$ cat src/rtl/strd_rd_pkg.sv
package strd_rd_pkg;

  typedef enum logic [1:0] {
    ST_IDLE = 2'd0,
    ST_RUN  = 2'd1,
    ST_HOLD = 2'd2
  } strd_state_e;

  localparam int unsigned TOP_CODE = 5;

  // Bytes moved by one request for a given size code.
  function automatic int unsigned blk_bytes(input int unsigned code,
                                            input int unsigned word_bytes);
    int unsigned c;
    c = (code > TOP_CODE) ? TOP_CODE : code;
    if (c == 0) return word_bytes;
    return 32'd8 << c;
  endfunction

endpackage

$ cat src/rtl/strd_addr_step.sv
module strd_addr_step #(
  parameter int ADDR_W = 32,
  parameter int FLD_W  = 16
) (
  input  logic              clk,
  input  logic              rst_n,
  input  logic              load,
  input  logic              adv,
  input  logic              wrap,
  input  logic [ADDR_W-1:0] base_live,
  input  logic [ADDR_W-1:0] base_q,
  input  logic [FLD_W-1:0]  jump_q,
  input  logic [FLD_W-1:0]  rows_q,
  input  logic [ADDR_W-1:0] blk,
  input  logic              tr_q,
  output logic [ADDR_W-1:0] addr_o
);

  logic [ADDR_W-1:0] addr_q;
  logic [ADDR_W-1:0] col_q;
  logic [FLD_W-1:0]  row_q;
  logic              col_end;

  assign col_end = (row_q == rows_q);
  assign addr_o  = addr_q;

  always_ff @(posedge clk) begin
    if (!rst_n) begin
      addr_q <= '0;
      col_q  <= '0;
      row_q  <= '0;
    end else if (load) begin
      addr_q <= base_live;
      col_q  <= base_live;
      row_q  <= '0;
    end else if (wrap) begin
      addr_q <= base_q;
      col_q  <= base_q;
      row_q  <= '0;
    end else if (adv) begin
      if (tr_q) begin
        if (col_end) begin
          row_q  <= '0;
          col_q  <= col_q + blk;
          addr_q <= col_q + blk;
        end else begin
          row_q  <= row_q + 1'b1;
          addr_q <= addr_q + ADDR_W'(jump_q);
        end
      end else begin
        addr_q <= addr_q + blk;
      end
    end
  end

  assert_row_bound_R5: assert property (@(posedge clk) disable iff (!rst_n)
    row_q <= rows_q);

  assert_linear_step_R4: assert property (@(posedge clk) disable iff (!rst_n)
    (adv && !tr_q && !load && !wrap) |=> (addr_q == $past(addr_q) + $past(blk)));

  assert_col_return_R5: assert property (@(posedge clk) disable iff (!rst_n)
    (adv && tr_q && col_end && !load && !wrap) |=> (row_q == '0 && addr_q == col_q));

endmodule

$ cat src/rtl/strd_xfer_ctl.sv
module strd_xfer_ctl
  import strd_rd_pkg::*;
#(
  parameter int ADDR_W = 32,
  parameter int CNT_W  = 32,
  parameter int CODE_W = 4,
  parameter int FLD_W  = 16,
  parameter int DATA_W = 32
) (
  input  logic              clk,
  input  logic              rst_n,
  input  logic              start,
  input  logic [ADDR_W-1:0] base_i,
  input  logic [CNT_W-1:0]  total_i,
  input  logic [CODE_W-1:0] code_i,
  input  logic [FLD_W-1:0]  jump_i,
  input  logic [FLD_W-1:0]  rows_i,
  input  logic              tr_i,
  input  logic              loop_i,
  input  logic              ack,
  output logic              req_valid,
  output logic              load,
  output logic              adv,
  output logic              wrap,
  output logic              done,
  output logic [CNT_W-1:0]  count,
  output logic [ADDR_W-1:0] base_q,
  output logic [FLD_W-1:0]  jump_q,
  output logic [FLD_W-1:0]  rows_q,
  output logic              tr_q,
  output logic [CODE_W-1:0] code_q,
  output logic [ADDR_W-1:0] blk
);

  localparam int unsigned WORD_B = DATA_W / 8;

  strd_state_e       state_q, state_d;
  logic [CNT_W-1:0]  total_q;
  logic              loop_q;
  logic [CNT_W-1:0]  count_q;
  logic [CNT_W:0]    cnt_sum;
  logic              fin;
  logic              begin_run;

  assign blk       = ADDR_W'(blk_bytes(32'(code_q), WORD_B));
  assign cnt_sum   = {1'b0, count_q} + (CNT_W+1)'(blk_bytes(32'(code_q), WORD_B));
  assign fin       = (cnt_sum >= {1'b0, total_q});
  assign begin_run = (state_q == ST_IDLE) && start;
  assign load      = begin_run && (total_i != '0);
  assign adv       = (state_q == ST_RUN) && ack;
  assign wrap      = adv && fin && loop_q;
  assign req_valid = (state_q == ST_RUN);
  assign done      = (state_q != ST_RUN);
  assign count     = count_q;

  always_comb begin
    state_d = state_q;
    unique case (state_q)
      ST_IDLE: if (start) state_d = (total_i != '0) ? ST_RUN : ST_HOLD;
      ST_RUN: begin
        if (!start)                   state_d = ST_IDLE;
        else if (adv && fin && !loop_q) state_d = ST_HOLD;
      end
      ST_HOLD: if (!start) state_d = ST_IDLE;
      default: state_d = ST_IDLE;
    endcase
  end

  always_ff @(posedge clk) begin
    if (!rst_n) begin
      state_q <= ST_IDLE;
      count_q <= '0;
      total_q <= '0;
      loop_q  <= 1'b0;
      base_q  <= '0;
      jump_q  <= '0;
      rows_q  <= '0;
      tr_q    <= 1'b0;
      code_q  <= '0;
    end else begin
      state_q <= state_d;
      if (begin_run) begin
        total_q <= total_i;
        loop_q  <= loop_i;
        base_q  <= base_i;
        jump_q  <= jump_i;
        rows_q  <= rows_i;
        tr_q    <= tr_i;
        code_q  <= code_i;
        count_q <= '0;
      end else if (wrap) begin
        count_q <= '0;
      end else if (adv) begin
        count_q <= cnt_sum[CNT_W-1:0];
      end
    end
  end

  assert_cnt_below_total_R6: assert property (@(posedge clk) disable iff (!rst_n)
    (state_q == ST_RUN) |-> (count_q < total_q));

  assert_abort_R9: assert property (@(posedge clk) disable iff (!rst_n)
    (req_valid && !start) |=> (!req_valid && done));

  assert_no_rearm_R10: assert property (@(posedge clk) disable iff (!rst_n)
    (state_q == ST_HOLD && start) |=> !req_valid);

  assert_zero_total_R8: assert property (@(posedge clk) disable iff (!rst_n)
    (begin_run && total_i == '0) |=> (done && !req_valid));

endmodule

$ cat src/rtl/strd_out_port.sv
module strd_out_port #(
  parameter int DATA_W = 32
) (
  input  logic              fifo_empty,
  input  logic [DATA_W-1:0] fifo_data,
  input  logic              out_ready,
  output logic              fifo_pop,
  output logic              out_valid,
  output logic [DATA_W-1:0] out_data
);

  assign out_valid = !fifo_empty;
  assign out_data  = fifo_data;
  assign fifo_pop  = out_valid && out_ready;

endmodule

$ cat src/rtl/strided_rd_gen.sv
module strided_rd_gen #(
  parameter int ADDR_W = 32,
  parameter int DATA_W = 32,
  parameter int CNT_W  = 32,
  parameter int CODE_W = 4,
  parameter int FLD_W  = 16
) (
  input  logic                 clk,
  input  logic                 rst_n,
  input  logic                 start,
  input  logic [ADDR_W-1:0]    start_addr,
  input  logic [CNT_W-1:0]     total_bytes,
  input  logic [CODE_W-1:0]    size_code,
  input  logic [2*FLD_W-1:0]   jump_cfg,
  input  logic                 transpose_en,
  input  logic                 loop_en,
  output logic                 req_valid,
  output logic [ADDR_W-1:0]    req_addr,
  output logic [CODE_W-1:0]    req_size,
  input  logic                 req_ack,
  output logic                 done,
  output logic [CNT_W-1:0]     byte_count,
  input  logic                 fifo_empty,
  input  logic [DATA_W-1:0]    fifo_data,
  output logic                 fifo_pop,
  output logic                 out_valid,
  output logic [DATA_W-1:0]    out_data,
  input  logic                 out_ready
);

  logic              load, adv, wrap, tr_q;
  logic [ADDR_W-1:0] base_q, blk;
  logic [FLD_W-1:0]  jump_q, rows_q;

  strd_xfer_ctl #(
    .ADDR_W(ADDR_W), .CNT_W(CNT_W), .CODE_W(CODE_W), .FLD_W(FLD_W), .DATA_W(DATA_W)
  ) u_ctl (
    .clk(clk), .rst_n(rst_n), .start(start),
    .base_i(start_addr), .total_i(total_bytes), .code_i(size_code),
    .jump_i(jump_cfg[2*FLD_W-1:FLD_W]), .rows_i(jump_cfg[FLD_W-1:0]),
    .tr_i(transpose_en), .loop_i(loop_en), .ack(req_ack),
    .req_valid(req_valid), .load(load), .adv(adv), .wrap(wrap),
    .done(done), .count(byte_count),
    .base_q(base_q), .jump_q(jump_q), .rows_q(rows_q), .tr_q(tr_q),
    .code_q(req_size), .blk(blk)
  );

  strd_addr_step #(.ADDR_W(ADDR_W), .FLD_W(FLD_W)) u_step (
    .clk(clk), .rst_n(rst_n), .load(load), .adv(adv), .wrap(wrap),
    .base_live(start_addr), .base_q(base_q), .jump_q(jump_q), .rows_q(rows_q),
    .blk(blk), .tr_q(tr_q), .addr_o(req_addr)
  );

  strd_out_port #(.DATA_W(DATA_W)) u_out (
    .fifo_empty(fifo_empty), .fifo_data(fifo_data), .out_ready(out_ready),
    .fifo_pop(fifo_pop), .out_valid(out_valid), .out_data(out_data)
  );

  assert_req_hold_R2: assert property (@(posedge clk) disable iff (!rst_n)
    (req_valid && !req_ack && start) |=> (req_valid && $stable(req_addr) && $stable(req_size)));

  assert_wrap_base_R7: assert property (@(posedge clk) disable iff (!rst_n)
    (wrap && start) |=> (req_addr == base_q && byte_count == '0));

  assert_pop_backpressure_R11: assert property (@(posedge clk) disable iff (!rst_n)
    fifo_pop |-> (out_valid && out_ready));

endmodule

$ cat config.mk
export PLATFORM = sky130hd
export DESIGN_NAME = strided_rd_gen
export DESIGN_NICKNAME = d
export VERILOG_FILES = /design/src/rtl/strd_rd_pkg.sv /design/src/rtl/strd_addr_step.sv /design/src/rtl/strd_xfer_ctl.sv /design/src/rtl/strd_out_port.sv /design/src/rtl/strided_rd_gen.sv
export SDC_FILE = /design/constraint.sdc
export NUM_CORES = 1
export LEC_CHECK = 0
export CORE_AREA = 4 4 164 166
export DETAILED_ROUTE_END_ITERATION = 12
export DIE_AREA = 0 0 168 170
export GPL_TIMING_DRIVEN = 0
export PLACE_DENSITY = 0.95
export SLEW_MARGIN = 0
export SYNTH_ARGS = -nofsm -noshare
export SYNTH_HDL_FRONTEND = slang
export SYNTH_SLANG_ARGS = --single-unit
$ cat constraint.sdc
create_clock -name clk -period 8.9 [get_ports clk]
set_clock_uncertainty 0.2 [all_clocks]
set_input_delay 2.67 -clock clk [delete_from_list [all_inputs] [get_ports clk]]
set_output_delay 2.67 -clock clk [all_outputs]
set_load 0.1 [all_outputs]
After elaboration in Yosys (flattened, before gate mapping)
Cells that the tools add are included.
- $add $sub $neg: 5
- magnitude comparators: 2
- eq/ne operators: 7
- shift operators: 1
- muxes and demuxes: 21
- bitwise logic cells: 1
- reduce and logical (&&, ||, !) cells: 20
- operators with widths (kind ; count):
    32-bit 2-to-1 mux ; 11
    32-bit adder ; 2
    32-bit by 32-bit adder with 33-bit output ; 1
    33-bit by 32-bit greater-or-equal comparator with 1-bit output ; 1
    32-bit by 16-bit adder with 32-bit output ; 1
    32-bit logical NOT ; 1
    32-bit nonzero test ; 1
    4-bit by 32-bit left shift with 32-bit output, first input constant ; 1
    16-bit by 1-bit adder with 16-bit output, second input constant ; 1
    16-bit equality test ; 1
    16-bit 2-to-1 mux ; 1
    2-bit 2-to-1 mux ; 5
    3-bit nonzero test ; 3
    1-bit logical AND ; 7
    2-bit case mux with 3 select lines ; 1
    3-bit AND reduction ; 2
    3-bit OR reduction ; 2
    4-bit by 3-bit greater-than comparator with 1-bit output, second input constant ; 1
    4-bit 2-to-1 mux ; 1
    2-bit inequality test, second input constant ; 2
    3-bit 2-to-1 mux ; 1
    3-bit by 2-bit inequality test with 1-bit output, second input constant ; 1
    2-bit by 1-bit equality test with 1-bit output, second input constant ; 1
    2-bit equality test, second input constant ; 1
    other kinds (6) ; 7
- register bits after elaboration: 216
- output and inout bits: 104

Logic depth before layout (Yosys ltp)
Gate-level depths: netlist of the first run.
- depth after elaboration: 12
- depth in mapped cells: 25
- depth with buffers taken out: 22

By module
From an unflattened synthesis of the first run, not the netlist that was laid out.
- cells, all modules: 2136
- area total of the unflattened synthesis: 16298.1 sq um
- modules (own cells, without submodules) (module ; instances ; cells an instance ; area each (sq um) ; seq. area each (sq um)):
    strd_addr_step ; 1 ; 1204 ; 8941.1 ; 1601.5
    strd_xfer_ctl ; 1 ; 898 ; 7106.8 ; 2682.6
    strd_out_port ; 1 ; 34 ; 250.2 ; 0.0

Worst setup path after synthesis of the first run
OpenSTA, ideal clock, no wires.
- path type: input port to output port
- start point: input fifo_empty
- end point: output fifo_pop
- arrival time: 4.005 ns
- slack: 2.025 ns
- cell stages on the path: 1
- path through: nor2b_1
- word-level cells in the longest chain between the ends: 2
- ends and longest elaborated chain (what ; line ; source):
    start, declared ; strided_rd_gen.sv:23 ; input logic fifo_empty,
    1-bit logical NOT ; strd_out_port.sv:12 ; assign out_valid = !fifo_empty;
    1-bit logical AND ; strd_out_port.sv:14 ; assign fifo_pop = out_valid && out_ready;
    end, declared ; strided_rd_gen.sv:25 ; output logic fifo_pop,
No other way between the ends.

Worst setup path in the final report of the first run
- start point: register u_ctl.code_q[1]
- end point: register u_step.col_q[19]
- word-level cells in the longest chain between the ends: 11
- ends and longest elaborated chain (what ; line ; source):
    start, declared ; strd_xfer_ctl.sv:31 ; output logic [CODE_W-1:0] code_q,
    start signal, assigned ; strd_xfer_ctl.sv:89 ; code_q <= code_i;
    4-bit by 3-bit greater-than comparator with 1-bit output ; strd_rd_pkg.sv:15 ; c = (code > TOP_CODE) ? TOP_CODE : code;
    4-bit 2-to-1 mux (*) ; strd_rd_pkg.sv:15 ;
    32-bit logical NOT ; strd_rd_pkg.sv:16 ; if (c == 0) return word_bytes;
    1-bit 2-to-1 mux or 3-bit 2-to-1 mux (tied branches) ; strd_rd_pkg.sv:16 ;
    32-bit 2-to-1 mux (*) ; strd_rd_pkg.sv:17 ; return 32'd8 << c;
    32-bit by 32-bit adder with 33-bit output (*) ; strd_xfer_ctl.sv:46 ; assign cnt_sum = {1'b0, count_q} + (CNT_W+1)'(blk_bytes(32'(code_q), WORD_B));
    via u_ctl.cnt_sum[28] ; strd_xfer_ctl.sv:41 ; logic [CNT_W:0] cnt_sum;
    33-bit by 32-bit greater-or-equal comparator with 1-bit output (*) ; strd_xfer_ctl.sv:47 ; assign fin = (cnt_sum >= {1'b0, total_q});
    1-bit logical AND (*) (2 in a row) ; strd_xfer_ctl.sv:51 ; assign wrap = adv && fin && loop_q;
    3-bit nonzero test (no line) or 32-bit 2-to-1 mux (tied branches) ; -- ;
    3-bit AND reduction (no line) or 32-bit 2-to-1 mux (tied branches) ; -- ;
    end signal, assigned ; strd_addr_step.sv:34 ; col_q <= base_live;
    end signal, assigned ; strd_addr_step.sv:38 ; col_q <= base_q;
    end signal, assigned ; strd_addr_step.sv:44 ; col_q <= col_q + blk;
    end, declared ; strd_addr_step.sv:20 ; logic [ADDR_W-1:0] col_q;
Mark *: on every way through the listed nets, which the timed path passes. The rest lies on a longest branch. The select of a mux whose other input is x is not followed.
A chain may end at the register's enable or synchronous reset.

==> results_dict.tcl, run 1 <==
set metrics [dict create \
    ys_seq_elements 214 \
    post_synth_inst_count 1968 \
    detail_route.first_pass.iterations 9 \
    tritoncts.num_buffers 26 \
    vias_in_the_first_global_route 15600 \
    final_power_mw 3.18 \
    post-route-worst-setup-slack_ps 576 \
    route.vias.total 16600 \
    routability_congestion_estimate_from_global_placement 1.05 \
    drive_gt1_share_pct 5.80 \
    hold-worst-slack_ps 260 \
    drv.max_cap_violation_count 0 \
    detail_route.drc_violations 0 \
    post_layout_nonfiller_instances 2595 \
    setup-tns-final_ps 0 \
    synth_area_per_cell_sq_um 7.52 \
    most_common_library_cell_in_the_layout_ignoring_fill_and_taps "sky130_fd_sc_hd__nand2_1" \
    setup.worst_path.start_class "flip-flop" \
    setup.reg_to_reg.worst_slack_ps 580 \
    placedCellCount 2544 \
    path_class "reg2reg" \
    grt_start_max_net_pins 15 \
    critical_path.startpoint "u_ctl.code_q[1]" \
    final-max-slew-violation-count 0 \
    numClockSinks 214 \
    multi_input_gate_area_sq_um 9700 \
    final.min_clock_period_ps 8320 \
    worst_ep_arrival_time_ps 8520 \
    worstSetupEndpointType "flip-flop" \
    postCtsSetupBuffers 0 \
    synth_async_sr_flop_share_pct 0 \
    insertion_delay_ps 560 \
    finalCoreUtilization_pct 71.7 \
    min_path_cells 2 \
    postPlaceCellArea_sq_um 17400 \
    r2r_cells 22 \
    max_clock_freq_mhz 120 \
    ir_drop_mv 0.161 \
    dp_hpwl_mm 44.2 \
    static-leakage-power_nw 7.31 \
    grt_antenna_before_repair 4 \
    grt.overflow.total 0 \
    max-clock-path-buffers 3 \
    ant_nets 0 \
    full_die_area_sq_um 28600 \
    synth-edff-count 0 \
    routed_wirelength_mm 58.3 \
    worstPathMaxFanout 10 \
    final.period_utilization_pct 93.5 \
    cts.repair.resized 0 \
    cts_hold_repair.buffers 0 \
    timing.slew.headroom_pct 6.47 \
    layout.area.seq_sq_um 4280 \
    grt_usage_pct 38.4 \
    nNetsFinal 2471 \
    detailedPlace.worstSlack_ps 1110 \
    dr.first_iter.drc_count 2215 \
    die_h_microns 170 \
    cp-endpoint "u_step.col_q[19]" \
    r2r_endpoint "u_step.col_q[19]" \
    tightestPinTransition_ps 1380 \
    top_library_cells_by_usage_in_the_layout_fill_and_taps_aside "sky130_fd_sc_hd__nand2_1, sky130_fd_sc_hd__dfxtp_1, sky130_fd_sc_hd__clkdlybuf4s50_1" \
    htreeDepth 1 \
    via_per_inst 6.40 \
    run_status "completed" \
    cellPowerDensity_nw_per_um2 173 \
    clockRootBuffer "sky130_fd_sc_hd__clkbuf_16" \
    fp.coreArea_sq_um 25600 \
    yosys_warnings 0 \
    path_clk_slew_ps 60 \
    pin_count 244 \
    unrepaired_setup_endpoints_after_global_routing "no" \
    seq_total_area_yosys_pct 28.9 \
    synth.distinct_cells 92 \
    required_ps 9100 \
    final_design_area_no_fill_sq_um 18400 \
    wire_length_of_the_first_global_routing_pass_mm 87.2 \
    report.final.hold_viol_count 0 \
    timing.hold.worst.class "reg2reg" \
    final-setup-viol-count 0 \
    routed_wire_length_per_instance_microns 22.5 \
    postSynth.topFlopCell "sky130_fd_sc_hd__dfxtp_1" \
    initial_utilization_pct 57.8 \
    num-fill-cells 2013 \
    die_outline_width_microns 168 \
    rows 59 \
    post_synth_instance_area_sq_um 14800 \
    placement.io_buffers 209 \
    tritoncts "built" \
    r2r_start "u_ctl.code_q[1]" \
    areaGrowthSynthToFinish_pct 24.1 \
]
-- flip-flops by register name, indices dropped and copies added (netlist names) --
register,flops
u_ctl.code_q,4
u_ctl.state_q,2
u_ctl.jump_q,16
u_step.row_q,16
u_ctl.base_q,32
u_ctl.rows_q,16
u_ctl.total_q,32
u_ctl.count,30
u_ctl.tr_q,1
u_step.col_q,32
u_ctl.loop_q,1
u_step.addr_o,32
-- area by class of cell --
| type | instances | share of cell area (%) |
|---|---|---|
| Multi-Input combinational cell | 1578 | 52.8 |
| Sequential cell | 214 | 23.3 |
| Timing Repair Buffer | 210 | 11.4 |
| Clock buffer | 39 | 4.19 |
| Buffer | 146 | 3.86 |
| Tap cell | 335 | 2.28 |
| Inverter | 61 | 1.25 |
| Clock inverter | 9 | 0.824 |
| Antenna cell | 3 | 0.0409 |
-- metal layers --
metal | global-route usage (%) | vias to the layer above | wire [microns]
li1 | - | 7466 | -
met1 | 50.1 | 7685 | 22400
met2 | 60.1 | 1207 | 25100
met3 | 9.99 | 238 | 7810
met4 | 16.8 | 2 | 2940
met5 | 2.01 | - | 80
-- worst min-delay path by stage --
stage,slack (ps),end,startpoint
4_1_cts,260,u_ctl.base_q[6],u_ctl.base_q[6]
3_3_place_gp,240,u_ctl.base_q[17],u_ctl.base_q[17]
5_1_grt,260,u_ctl.base_q[17],u_ctl.base_q[17]
2_1_floorplan,240,u_ctl.base_q[21],u_ctl.base_q[21]
3_5_place_dp,250,u_ctl.base_q[6],u_ctl.base_q[6]
6_report,260,u_ctl.base_q[6],u_ctl.base_q[6]
-- critical path, cell delays in order (launching register included) --
cell and delay, ps:
sky130_fd_sc_hd__dfxtp_1 310, sky130_fd_sc_hd__buf_2 210, sky130_fd_sc_hd__nor4b_1 1170, sky130_fd_sc_hd__ha_1 470, sky130_fd_sc_hd__a21o_1 190, sky130_fd_sc_hd__maj3_2 340, sky130_fd_sc_hd__a2111oi_2 530, sky130_fd_sc_hd__or2_2 190
sky130_fd_sc_hd__clkbuf_1 230, sky130_fd_sc_hd__o21ai_1 360, sky130_fd_sc_hd__and3_1 340, sky130_fd_sc_hd__xor2_1 170, sky130_fd_sc_hd__ha_1 320, sky130_fd_sc_hd__nand4_1 160, sky130_fd_sc_hd__nor4_1 410, sky130_fd_sc_hd__a41oi_1 240
sky130_fd_sc_hd__a31oi_1 480, sky130_fd_sc_hd__o41ai_4 260, sky130_fd_sc_hd__o21ai_1 710, sky130_fd_sc_hd__buf_2 430, sky130_fd_sc_hd__a21oi_1 90, sky130_fd_sc_hd__a221oi_1 240, sky130_fd_sc_hd__nor3_1 80
-- logic make-up (layout without fill, tap and decap cells) --
logic type      Yosys count  in the layout  share of synthesized area [%]
fa+ha+maj                98             98                           8.28
mux                      12             12                          0.812
other cells               1             35                         0.0253
flops                   214            214                           28.9
compound gates          560            560                           24.9
xor+xnor                147            147                           8.70
buf+inv                 207            465                           6.33
simple gates            729            729                           22.0
-- cells in the mapped netlist (all sizes together) (13+ instances only) --
master,n,area share [%]
nor3,29,1.0
o21a,13,0.66
o21ai,100,3.4
a21boi,41,2.1
dfxtp,214,29
a21o,25,1.3
xnor2,68,4.0
ha,93,7.9
clkbuf,86,2.2
xor2,79,4.7
nand2b,13,0.55
a21oi,190,6.6
and2,13,0.55
nor2b,17,0.72
inv,61,1.5
nand4,32,1.4
and3,17,0.72
a31oi,25,1.1
nor2,138,3.5
nor4,22,1.1
buf,60,2.6
a211oi,26,1.3
nand3,49,1.7
nand2,374,9.5
-- report_power, final --
| part | internal [mW] | leakage [nW] | switching [mW] |
|---|---|---|---|
| clock | 0.688 | 0.448 | 0.459 |
| combinational | 0.302 | 5.11 | 0.646 |
| sequential | 1.02 | 1.75 | 0.0677 |
| total | 2.01 | 7.31 | 1.17 |
No activity file was read; power rests on OpenSTA's default activity.
==> run 2: changes to the inputs <==
--- a/config.mk
+++ b/config.mk
@@ -10,7 +10,8 @@
 export DIE_AREA = 0 0 168 170
 export GPL_TIMING_DRIVEN = 0
 export PLACE_DENSITY = 0.95
-export SLEW_MARGIN = 0
+export SKIP_LAST_GASP = 1
+export SLEW_MARGIN = 20
 export SYNTH_ARGS = -nofsm -noshare
 export SYNTH_HDL_FRONTEND = slang
 export SYNTH_SLANG_ARGS = --single-unit
==> results_dict.tcl, run 2 (synthesis results as in run 1) <==
set metrics [dict create \
    run_status "completed" \
    final-setup-viol-count 0 \
    worstSetupEndpointType "flip-flop" \
    critical-path-slowest-cell "sky130_fd_sc_hd__o21ai_1" \
    areaGrowthSynthToFinish_pct 24.0 \
    full_die_area_sq_um 28600 \
    routability_congestion_estimate_from_global_placement 1.05 \
    switching_power_mw 1.18 \
    die_h_microns 170 \
    count_of_buffering_cells_on_the_critical_path_with_inverters_included 3 \
    min_path_cells 2 \
    insertion_delay_ps 550 \
    report.final.hold_viol_count 0 \
    sw_frac_of_total_pct 37.3 \
    detail_route.first_pass.iterations 7 \
    max_clock_freq_mhz 127 \
    cts_hold_repair.buffers 0 \
    numClockSinks 214 \
    detail_route.drc_violations 0 \
    postCtsSetupBuffers 0 \
    num-fill-cells 2015 \
    routed_wirelength_mm 58.1 \
    die_outline_width_microns 168 \
    rows 59 \
    unrepaired_setup_endpoints_after_global_routing "no" \
    nNetsFinal 2470 \
    pin_count 244 \
    clockRootBuffer "sky130_fd_sc_hd__clkbuf_16" \
    path_depth 22 \
    setup-tns-final_ps 0 \
    r2r_start "u_ctl.code_q[0]" \
    crit_path_cell_trace "buf_2, nor4b_2, ha_1, a21o_1, maj3_2, a2111oi_2, or2_2, clkbuf_1, o21ai_1, and3_1, xor2_1, ha_1, nand4_1, nor4_1, a41oi_1, a31oi_1, o41ai_4, o21ai_1, buf_2, a21oi_1, a221oi_1, nor2_1" \
    timing.hold.worst.class "reg2reg" \
    critical_path.max_stage_delay_ps 710 \
    grt_antenna_before_repair 3 \
    cts.repair.resized 0 \
    drv.max_cap_violation_count 0 \
    static-leakage-power_nw 7.31 \
    tightestPinTransition_ps 1080 \
    final.min_clock_period_ps 7900 \
    hold-worst-slack_ps 260 \
    share_clk_of_total_power_pct 35.7 \
    grt_start_max_net_pins 14 \
    final.period_utilization_pct 88.7 \
    worstPathMaxFanout 10 \
    timing.slew.headroom_pct 27.7 \
    required_ps 9120 \
    max-clock-path-buffers 3 \
    grt_usage_pct 38.3 \
    vias_in_the_first_global_route 15600 \
    dr.first_iter.drc_count 2546 \
    route.vias.total 16500 \
    flop_pwr_share_pct 34.3 \
    most_common_library_cell_in_the_layout_ignoring_fill_and_taps "sky130_fd_sc_hd__nand2_1" \
    tritoncts.num_buffers 26 \
    htreeDepth 1 \
    wire_length_of_the_first_global_routing_pass_mm 86.8 \
    critical_path.startpoint "u_ctl.code_q[0]" \
    final-max-slew-violation-count 0 \
    path_class "reg2reg" \
    fp.coreArea_sq_um 25600 \
    setup.worst_path.start_class "flip-flop" \
    detailedPlace.worstSlack_ps 1090 \
    grt.overflow.total 0 \
    ir_drop_mv 0.174 \
    via_per_inst 6.38 \
    cellPowerDensity_nw_per_um2 172 \
    cp-endpoint "u_step.col_q[12]" \
    final_power_mw 3.16 \
    part_of_the_power_in_combinational_logic_pct 30.0 \
    timing.critical_path.max_delay_family "compound AO/OA/AOI/OAI gates" \
    top_library_cells_by_usage_in_the_layout_fill_and_taps_aside "sky130_fd_sc_hd__nand2_1, sky130_fd_sc_hd__dfxtp_1, sky130_fd_sc_hd__clkdlybuf4s50_1" \
    placement.io_buffers 209 \
    r2r_cells 22 \
    post-route-worst-setup-slack_ps 1000 \
    setup.reg_to_reg.worst_slack_ps 1000 \
    ant_nets 0 \
    path_clk_slew_ps 60 \
    dp_hpwl_mm 44.2 \
    tritoncts "built" \
    worst_ep_arrival_time_ps 8110 \
    r2r_endpoint "u_step.col_q[12]" \
    drive_gt1_share_pct 6.03 \
    initial_utilization_pct 57.8 \
    routed_wire_length_per_instance_microns 22.4 \
    cellInternalPower_mw 1.98 \
]
-- run 2: worst min-delay path, cell delays in order, from the launching register on --
cell	delay (ps)
sky130_fd_sc_hd__dfxtp_1	310
sky130_fd_sc_hd__nand2_1	50
sky130_fd_sc_hd__a21oi_1	50
-- run 2: power by group through the flow --
stage                     clock network [mW]  registers [mW]  logic, mW
final                                   1.13            1.08      0.947
after global routing                    1.16            1.09      0.992
after CTS                               1.12            1.08      0.909
after detailed placement                   0            1.10      0.902
after global placement                     0            1.10      0.882
after floorplan                            0            1.20      0.503
-- run 2: area by class of cell --
| type | instances | area (sq um) | share of cell area (%) |
|---|---|---|---|
| Multi-Input combinational cell | 1578 | 9710 | 52.9 |
| Clock buffer | 34 | 762 | 4.15 |
| Antenna cell | 2 | 5.00 | 0.0273 |
| Clock inverter | 13 | 135 | 0.736 |
| Buffer | 146 | 708 | 3.86 |
| Sequential cell | 214 | 4280 | 23.3 |
| Timing Repair Buffer | 209 | 2090 | 11.4 |
| Inverter | 61 | 229 | 1.25 |
| Tap cell | 335 | 419 | 2.28 |
-- run 2: worst min path at each step --
stage	startpoint	end	slack, ps
global placement	u_ctl.base_q[17]	u_ctl.base_q[17]	240
global route	u_ctl.base_q[6]	u_ctl.base_q[6]	270
floorplan	u_ctl.base_q[21]	u_ctl.base_q[21]	240
finish	u_ctl.base_q[27]	u_ctl.base_q[27]	260
detailed placement	u_ctl.base_q[6]	u_ctl.base_q[6]	250
CTS	u_ctl.base_q[6]	u_ctl.base_q[6]	260
-- run 2: layer usage --
metal,track usage (%),wire length [microns]
met1,50.3,22200
met2,60.1,25100
met3,9.73,7930
met4,16.5,2820
met5,0,17
-- run 2: per-stage QoR --
stage	util [%]	cells	instance area, sq um
6_report	71.6	2592	18300
2_1_floorplan	-	1999	14900
3_5_place_dp	68.1	2543	17400
4_1_cts	71.6	2590	18300
3_3_place_gp	68.0	2543	17400
5_1_grt	71.6	2592	18300
